File: src/rtl/lmfc_adj_pkg.sv
package lmfc_adj_pkg;
  typedef enum logic [2:0] {
    ST_REQ  = 3'd0,
    ST_WAIT = 3'd1,
    ST_ADJ  = 3'd2,
    ST_DONE = 3'd3,
    ST_FAIL = 3'd4
  } ctrl_state_e;

  typedef enum logic [1:0] {
    STEP_NONE = 2'd0,
    STEP_SKIP = 2'd1,
    STEP_HOLD = 2'd2
  } step_e;
endpackage

File: src/rtl/lmfc_counter.sv
module lmfc_counter
  import lmfc_adj_pkg::*;
#(
  parameter int unsigned PERIOD = 8,
  localparam int unsigned CW = (PERIOD > 1) ? $clog2(PERIOD) : 1
) (
  input  logic          clk_i,
  input  logic          rst_ni,
  input  step_e         step_i,
  output logic [CW-1:0] cnt_o,
  output logic          edge_o
);
  logic [CW-1:0] cnt_q, cnt_d;
  logic          last;

  assign last = (cnt_q == CW'(PERIOD - 1));

  always_comb begin
    case (step_i)
      STEP_SKIP: cnt_d = '0;     // issued only at PERIOD-2
      STEP_HOLD: cnt_d = cnt_q;
      default:   cnt_d = last ? '0 : cnt_q + CW'(1);
    endcase
  end

  always_ff @(posedge clk_i or negedge rst_ni) begin
    if (!rst_ni) cnt_q <= '0;
    else         cnt_q <= cnt_d;
  end

  assign cnt_o  = cnt_q;
  assign edge_o = (cnt_q == '0);
endmodule

File: src/rtl/lmfc_step_sched.sv
module lmfc_step_sched
  import lmfc_adj_pkg::*;
#(
  parameter int unsigned PERIOD = 8,
  localparam int unsigned CW = (PERIOD > 1) ? $clog2(PERIOD) : 1
) (
  input  logic          clk_i,
  input  logic          rst_ni,
  input  logic          active_i,
  input  logic          dir_i,
  input  logic [CW-1:0] cnt_i,
  output step_e         step_o
);
  logic held_q, skip_now, hold_now;

  // one step per period: skip at PERIOD-2, hold once at PERIOD-1
  assign skip_now = active_i && !dir_i && (cnt_i == CW'(PERIOD - 2));
  assign hold_now = active_i &&  dir_i && (cnt_i == CW'(PERIOD - 1)) && !held_q;

  always_ff @(posedge clk_i or negedge rst_ni) begin
    if (!rst_ni) held_q <= 1'b0;
    else         held_q <= hold_now;
  end

  always_comb begin
    if (skip_now)      step_o = STEP_SKIP;
    else if (hold_now) step_o = STEP_HOLD;
    else               step_o = STEP_NONE;
  end
endmodule

File: src/rtl/lmfc_sync_hold.sv
module lmfc_sync_hold #(
  parameter int unsigned PERIOD = 8,
  localparam int unsigned HW = $clog2(PERIOD + 1)
) (
  input  logic clk_i,
  input  logic rst_ni,
  input  logic req_i,
  input  logic cgs_ok_i,
  output logic release_o
);
  logic [HW-1:0] hold_q;
  logic          min_met;

  assign min_met = (hold_q == HW'(PERIOD - 1));

  always_ff @(posedge clk_i or negedge rst_ni) begin
    if (!rst_ni)       hold_q <= '0;
    else if (!req_i)   hold_q <= '0;
    else if (!min_met) hold_q <= hold_q + HW'(1);
  end

  assign release_o = req_i && cgs_ok_i && min_met;
endmodule

File: src/rtl/lmfc_adj_fsm.sv
module lmfc_adj_fsm
  import lmfc_adj_pkg::*;
#(
  parameter int unsigned ADJ_W     = 5,
  parameter int unsigned FIDX_W    = 4,
  parameter int unsigned CFG_FRAME = 1,
  parameter int unsigned MAX_RETRY = 4,
  localparam int unsigned RW = $clog2(MAX_RETRY + 1)
) (
  input  logic              clk_i,
  input  logic              rst_ni,
  input  logic              cfg_valid_i,
  input  logic [FIDX_W-1:0] cfg_frame_i,
  input  logic              phadj_i,
  input  logic [ADJ_W-1:0]  adj_cnt_i,
  input  logic              adj_dir_i,
  input  logic              release_i,
  input  logic              step_taken_i,
  output ctrl_state_e       state_o,
  output logic              dir_o
);
  ctrl_state_e       st_q, st_d;
  logic [ADJ_W-1:0]  pend_q, pend_d;
  logic              dir_q, dir_d;
  logic [RW-1:0]     tries_q, tries_d;
  logic              cfg_hit;

  assign cfg_hit = cfg_valid_i && (cfg_frame_i == FIDX_W'(CFG_FRAME));

  always_comb begin
    st_d    = st_q;
    pend_d  = pend_q;
    dir_d   = dir_q;
    tries_d = tries_q;
    case (st_q)
      ST_REQ: if (release_i) st_d = ST_WAIT;
      ST_WAIT: if (cfg_hit) begin
        if (!phadj_i || adj_cnt_i == '0) begin
          st_d = ST_DONE;
        end else if (tries_q == RW'(MAX_RETRY)) begin
          st_d = ST_FAIL;
        end else begin
          st_d    = ST_ADJ;
          pend_d  = adj_cnt_i;
          dir_d   = adj_dir_i;
          tries_d = tries_q + RW'(1);
        end
      end
      ST_ADJ: if (step_taken_i) begin
        pend_d = pend_q - ADJ_W'(1);
        if (pend_q == ADJ_W'(1)) st_d = ST_REQ;
      end
      default: ;
    endcase
  end

  always_ff @(posedge clk_i or negedge rst_ni) begin
    if (!rst_ni) begin
      st_q    <= ST_REQ;
      pend_q  <= '0;
      dir_q   <= 1'b0;
      tries_q <= '0;
    end else begin
      st_q    <= st_d;
      pend_q  <= pend_d;
      dir_q   <= dir_d;
      tries_q <= tries_d;
    end
  end

  assign state_o = st_q;
  assign dir_o   = dir_q;
endmodule

File: src/rtl/lmfc_phase_ctrl.sv
module lmfc_phase_ctrl
  import lmfc_adj_pkg::*;
#(
  parameter int unsigned FRAMES_PER_MF    = 16,
  parameter int unsigned OCTETS_PER_FRAME = 2,
  parameter int unsigned OCTETS_PER_CLK   = 4,
  parameter int unsigned ADJ_W            = 5,
  parameter int unsigned MAX_RETRY        = 4,
  parameter int unsigned CFG_FRAME        = 1,
  localparam int unsigned PERIOD = FRAMES_PER_MF * OCTETS_PER_FRAME / OCTETS_PER_CLK,
  localparam int unsigned FIDX_W = $clog2(FRAMES_PER_MF),
  localparam int unsigned CW     = (PERIOD > 1) ? $clog2(PERIOD) : 1
) (
  input  logic              clk_i,
  input  logic              rst_ni,
  input  logic              cgs_ok_i,
  input  logic              cfg_valid_i,
  input  logic [FIDX_W-1:0] cfg_frame_i,
  input  logic              cfg_phadj_i,
  input  logic [ADJ_W-1:0]  cfg_adj_cnt_i,
  input  logic              cfg_adj_dir_i,
  output logic              sync_no,
  output logic              lmfc_edge_o,
  output logic              aligned_o,
  output logic              align_err_o
);
  ctrl_state_e   state;
  step_e         step;
  logic [CW-1:0] cnt;
  logic          dir, rel;

  lmfc_counter #(.PERIOD(PERIOD)) i_cnt (
    .clk_i, .rst_ni, .step_i(step), .cnt_o(cnt), .edge_o(lmfc_edge_o)
  );

  lmfc_step_sched #(.PERIOD(PERIOD)) i_sched (
    .clk_i, .rst_ni, .active_i(state == ST_ADJ), .dir_i(dir),
    .cnt_i(cnt), .step_o(step)
  );

  lmfc_sync_hold #(.PERIOD(PERIOD)) i_hold (
    .clk_i, .rst_ni, .req_i(state == ST_REQ), .cgs_ok_i, .release_o(rel)
  );

  lmfc_adj_fsm #(
    .ADJ_W(ADJ_W), .FIDX_W(FIDX_W), .CFG_FRAME(CFG_FRAME), .MAX_RETRY(MAX_RETRY)
  ) i_fsm (
    .clk_i, .rst_ni, .cfg_valid_i, .cfg_frame_i,
    .phadj_i(cfg_phadj_i), .adj_cnt_i(cfg_adj_cnt_i), .adj_dir_i(cfg_adj_dir_i),
    .release_i(rel), .step_taken_i(step != STEP_NONE),
    .state_o(state), .dir_o(dir)
  );

  assign sync_no     = (state != ST_REQ);
  assign aligned_o   = (state == ST_DONE);
  assign align_err_o = (state == ST_FAIL);
endmodule

File: config.mk
export PLATFORM = sky130hd
export DESIGN_NAME = lmfc_phase_ctrl
export DESIGN_NICKNAME = d
export VERILOG_FILES = /design/src/rtl/lmfc_adj_pkg.sv /design/src/rtl/lmfc_counter.sv /design/src/rtl/lmfc_step_sched.sv /design/src/rtl/lmfc_sync_hold.sv /design/src/rtl/lmfc_adj_fsm.sv /design/src/rtl/lmfc_phase_ctrl.sv
export SDC_FILE = /design/constraint.sdc
export NUM_CORES = 1
export LEC_CHECK = 0
export CORE_MARGIN = 8
export CORE_UTILIZATION = 25
export CTS_BUF_LIST = sky130_fd_sc_hd__clkbuf_16
export DETAILED_ROUTE_END_ITERATION = 10
export HOLD_SLACK_MARGIN = 0.15
export MAX_ROUTING_LAYER = met4
export SLEW_MARGIN = 20
export SYNTH_ARGS = -nofsm -noshare
export SYNTH_HDL_FRONTEND = slang
export SYNTH_SLANG_ARGS = --single-unit
File: constraint.sdc
create_clock -name clk_i -period 4.7 [get_ports clk_i]
set_input_delay 0.94 -clock clk_i [delete_from_list [all_inputs] [get_ports clk_i]]
set_output_delay 0.94 -clock clk_i [all_outputs]
set_load 0.005 [all_outputs]
# Word-level counts from Yosys, hierarchy flattened
# Cells that the tools add are included.
# word_totals
reg_bits,20
latchBits,0
mem_bits_rw,0
mem_bits_ro,0
inputBits,15
output_inout_bits,4
elab_cells,72
n_memories,0
# op_classes
add_sub_neg,4
n_mul,0
div_mod_pow,0
order_cmp,0
eq_ne,19
shift,0
muxes,18
bitwise,2
n_reduce_logical,22
# ops
op,count
3-bit 2-to-1 mux,7
5-bit 2-to-1 mux,4
3-bit equality test (second input constant),4
5-bit one-hot mux with 2 select lines,1
5-bit AND reduction,2
3-bit one-hot mux with 3 select lines,1
1-bit logical AND,8
4-bit 2-to-1 mux,2
2-bit by 1-bit inequality test with 1-bit output (second input constant),4
3-bit by 1-bit adder with 3-bit output (second input constant),2
3-bit by 2-bit equality test with 1-bit output (second input constant),2
3-bit zero test,2
2-bit inequality test (second input constant),3
3-bit one-hot mux with 2 select lines,1
3-bit nonzero test,2
5-bit by 1-bit equality test with 1-bit output (second input constant),1
5-bit zero test,1
5-bit by 1-bit subtractor with 5-bit output (second input constant),1
4-bit by 1-bit adder with 4-bit output (second input constant),1
4-bit by 1-bit equality test with 1-bit output (second input constant),1
4-bit by 3-bit equality test with 1-bit output (second input constant),1
2-bit 2-to-1 mux,2
4-bit AND reduction,1
2-bit nonzero test,2
6 further kinds,9

# Logic depth before layout (Yosys ltp)
# depth
ltp_word,9
ltp_mapped,7
ltp_nobuf,7

# Cells and area by module
# Synthesis repeated with hierarchy kept, for this count alone.
# unflattened
hier_cells,131
area_unflattened_um2,1260.0
# by_module_without_submodules
module,n_inst,cells_per_inst,area_per_inst_um2,seq_area_each_um2
lmfc_adj_fsm,1,82,760.7,300.3
lmfc_sync_hold,1,19,206.4,100.1
lmfc_counter,1,17,188.9,75.1
lmfc_step_sched,1,7,61.3,25.0
lmfc_phase_ctrl,1,6,42.5,0.0

# Worst setup path before layout
# No wires, ideal clock.
# synth_path
kind,input to register
start,input port cfg_adj_cnt_i[1]
end,register i_fsm.pend_q[0]
setup_ns,0.094
arrival_time_ns,2.158
required_time_ns,4.606
slack_ns,2.448
stages,5
n_path_buf,0
path_cell_list,or4_1 o21ai_4 a221oi_4 nor3b_1 a211oi_1
# synth_via
elab_chain_len,4
# synth_rtl
item,line_no,rtl
from (decl),lmfc_phase_ctrl.sv:20,"input logic [ADJ_W-1:0] cfg_adj_cnt_i,"
5-bit zero test,lmfc_adj_fsm.sv:38,if (!phadj_i || adj_cnt_i == '0) begin
1-bit logical OR,lmfc_adj_fsm.sv:38,
2-bit inequality test (no line),n/a,
5-bit AND reduction (no line),n/a,
to (signal assigned),lmfc_adj_fsm.sv:65,pend_q <= pend_d;
to (decl),lmfc_adj_fsm.sv:23,"logic [ADJ_W-1:0] pend_q, pend_d;"
# Every way passes these cells.
# A chain may end at the register's enable or synchronous reset.

# Worst setup path after layout
# layout_path
start,register i_fsm.st_q[0] (netlist: i_fsm.state_o[0])
end,output port sync_no
# layout_via
elab_chain_len,1
# layout_rtl
item,line_no,rtl
from (decl),lmfc_adj_fsm.sv:22,"ctrl_state_e st_q, st_d;"
from (signal assigned),lmfc_adj_fsm.sv:64,st_q <= st_d;
3-bit nonzero test,lmfc_phase_ctrl.sv:54,assign sync_no = (state != ST_REQ);
to (decl),lmfc_phase_ctrl.sv:22,"output logic sync_no,"
# Every way passes these cells.

==> metrics list <==
- Filler instances: 469
* Number of vias in the routed layout: 895
- Summed over all layers, the global routing overflow is 0.
- Clock tree skew after final layout: a little over 0.004 ns
- Clock-pin slew was measured on the worst setup and hold paths at 0.06 ns.
- Pin slew with the least headroom to its limit: ~0.92 ns
- Synth Flop Type: sky130_fd_sc_hd__dfrtp_1
* GRT Util Overall: 0.0751
* Highest achievable clock rate: 0.380 GHz
- Number of iterations in the first detailed-routing pass: 4
- Sequential area share after synthesis: 0.431
- Worst hold margin: around 0.47 ns
- The worst-case IR drop observed on VDD is between 0.1 and 0.15 mV.
- Remaining routing DRC violations: 0
- Run status: finished, final reports clean
* Asr flop ratio synth: 1.00
* Diodes inserted: 0
- After detailed placement, the total cell area comes to 1400 sq um.
- Number of synthesis warnings: 0
- The startpoint identified for the worst hold timing path is i_fsm.tries_q[2].
* Count of flip-flops with a built-in enable after synthesis: 0
- Area growth from synthesis to layout: 29.1%
- In this run the critical register-to-register path is launched from i_cnt.cnt_o[1].
* Number of violations reported at the end of detailed-routing iteration 0: 50
- Count of hold-fix buffers inserted at cts: 0
* Most frequent standard cell in the layout excluding fill and tap cells: sky130_fd_sc_hd__dfrtp_1
* Top library cells by usage in the layout, fill and taps aside: sky130_fd_sc_hd__dfrtp_1, sky130_fd_sc_hd__clkdlybuf4s50_1, sky130_fd_sc_hd__nand2_1
* Final Max Slew Viols: 0
* Worst Path Arrival: roughly 1.7 ns
- Summing all flip-flop and latch instances after layout gives between 500 and 600 sq um.
* Power density over the cells: 285 nW/um^2
- The via count of the first global-routing pass came to approximately 970.
- In the final routed layout, each cell accounts on average for around 12 microns.
- Each instance of the synthesized netlist takes up on average slightly below 10 sq um.
- The synthesized netlist contains 40 unique library cells.
- The worst setup path is launched from a flop.
- Synthesis-stage register bit count: 20
* Post-layout nets: between 150 and 200
- Setup violations remaining at the end of the flow were counted as 0.
- The congestion estimate from routability-driven global placement came to between 0.7 and 0.8.
- DPL Wire Length: ~1800 microns
- Cell at the root of the clock tree: sky130_fd_sc_hd__clkbuf_16
- The number of gates resized after CTS was 0.
- Core box area: 4600 sq um
- Critical path capture point: sync_no
* Post-Syn Area: approximately 1200 sq um
- Reg2Reg Depth: 7
- Using the TritonRoute via totals, the vias-per-cell ratio works out to between 4 and 5.
* Final sum of negative setup slack: 0 ns
* Critical path, cell by cell: or3_1, clkdlybuf4s50_1
- Buffers placed on the I/O ports in this run total 18.
- The number of setup buffers added after CTS is 0.
* Remaining antenna violation count: 0
* Critical path data required time: 3.76 ns
- Area of the multi-input gates: around 610 sq um
* Max-Slew Margin vs Limit: 0.383
- The number of nets in the synthesized netlist is about 150.
* Starting utilization of the core area: 0.253
- After routing the design area is approximately 1500 sq um.
- Initial antenna violation count: 0
- The worst path needs ~2.6 ns of the cycle, external delays included.
- Synthesis produced approximately 120 cells.
* Crit Path Max Fanout: 10
- Largest net degree at the start of global routing: 21
- CTS sink count: 20
- Of the cells placed in the final design, the portion with a size suffix greater than 1 is 0.0709.
* Worst Setup Path Type: flop to primary output
- The floorplan step defined a die boundary enclosing roughly 7100 sq um.
* Class of the tightest hold or removal check: flop to flop
- The initialized floorplan defines 25 standard-cell rows.
- Standby leakage power: around 0.66 nW
- Reg2Reg Setup Slack: roughly 2.7 ns
* Max-cap violations: 0
- RSZ-0062 raised after global routing: false
- In this design, the stage delay of the slowest critical-path cell is about 0.48 ns.
- Critical Path Source: i_fsm.state_o[0]
* Cts bufs inserted: 3
- The floorplan step set the die width to 84.2 microns.
- The first global-routing pass estimated about 4300 microns of wire.
* Portion of the clock cycle consumed by the worst path in the final layout: 0.560
- Maximum buffer depth of the clock tree: 2
- Vert. Die Dim: approximately 84 microns
- CTS tree: built
- Number of failing hold endpoints at the final stage: 0
* CTS HTree Levels: 1
- Sort of element at the end of the critical path: primary output
- Reg-to-reg critical path endpoint: i_fsm.pend_q[0]
* # IOs: 19
* Cell with the largest stage delay on the worst path: sky130_fd_sc_hd__or3_1
- For the worst-skew pair, the clock arrives at the later sink with an insertion delay of 0.25 ns.
- Drt total wl: 2390 microns
-- per-stage QoR --
| step | utilization | cells | setup slack (ns) | power [mW] |
|---|---|---|---|---|
| finish | 0.326 | 195 | 2.07 | 0.428 |
| detailed placement | 0.303 | 191 | 1.85 | 0.199 |
| global route | 0.326 | 195 | 1.99 | 0.443 |
| CTS | 0.326 | 195 | 2.06 | 0.436 |
| floorplan | - | 121 | 2.45 | 0.181 |
| global placement | 0.303 | 191 | 1.89 | 0.199 |
-- final cells by class --
cell class	count	area share
multi-input combinational	89	0.404
sequential	20	0.334
tap	54	0.0450
inverter	9	0.0225
clock inverter	1	0.0200
timing repair buffer	19	0.125
clock buffer	3	0.0500
-- logic make-up after synthesis --
kind of cell,after synthesis,share of synthesized area
and+or+nand+nor,48,0.210
AOI/OAI and AO/OA,28,0.182
DFF,20,0.431
buffers and inverters,12,0.0484
adders and majority gates,9,0.0969
xor gates and xnor gates,3,0.0226
muxes,1,0.00969
-- Yosys cell counts, types with 2 or more instances --
master	count	area, sq um
sky130_fd_sc_hd__nor3_1	5	25.0
sky130_fd_sc_hd__nand2_1	14	52.6
sky130_fd_sc_hd__a22o_1	2	17.5
sky130_fd_sc_hd__nand3_1	5	25.0
sky130_fd_sc_hd__nand2b_1	2	12.5
sky130_fd_sc_hd__inv_1	9	33.8
sky130_fd_sc_hd__nor2_1	9	33.8
sky130_fd_sc_hd__xnor2_1	2	17.5
sky130_fd_sc_hd__nand3b_1	2	15.0
sky130_fd_sc_hd__and2b_1	2	15.0
sky130_fd_sc_hd__dfrtp_1	20	500
sky130_fd_sc_hd__ha_1	9	113
sky130_fd_sc_hd__o21ai_0	6	30.0
sky130_fd_sc_hd__a21oi_1	8	40.0
-- report_power, final --
| part | total [mW] | internal, mW | switching, mW |
|---|---|---|---|
| Sequential | 0.173 | 0.173 | 0.000595 |
| Clock | 0.233 | 0.169 | 0.0640 |
| Combinational | 0.0220 | 0.0130 | 0.00899 |
-- sequential cells by signal (all words and copies together), names as in the netlist --
name,cells
i_cnt.cnt_o,3
i_fsm.dir_o,1
i_fsm.pend_q,5
i_fsm.state_o,3
i_fsm.tries_q,3
i_hold.hold_q,4
i_sched.held_q,1
-- critical path, delay by kind of cell (launching register included) --
kind	cells	cell delay [ns]
simple gates	1	0.48
buf+inv	1	0.48
flops	1	0.47
-- layer usage --
| metal | global-route usage | up-vias | wire (microns) |
|---|---|---|---|
| li1 | - | 468 | - |
| met1 | 0.101 | 408 | 1230 |
| met2 | 0.105 | 17 | 1030 |
| met3 | 0.0271 | 2 | 119 |
| met4 | 0.0157 | 0 | 10 |
| met5 | - | - | 0 |
-- worst min path at each step --
stage / endpoint / slack [ns] / depth (start not counted)
floorplan: i_fsm.tries_q[2] / 0.45 / 1
global placement: i_fsm.tries_q[2] / 0.46 / 1
detailed placement: i_fsm.tries_q[2] / 0.47 / 1
CTS: i_fsm.tries_q[2] / 0.48 / 1
global route: i_fsm.tries_q[2] / 0.50 / 1
finish: i_fsm.tries_q[2] / 0.47 / 1
No activity file was read; power rests on OpenSTA's default activity.
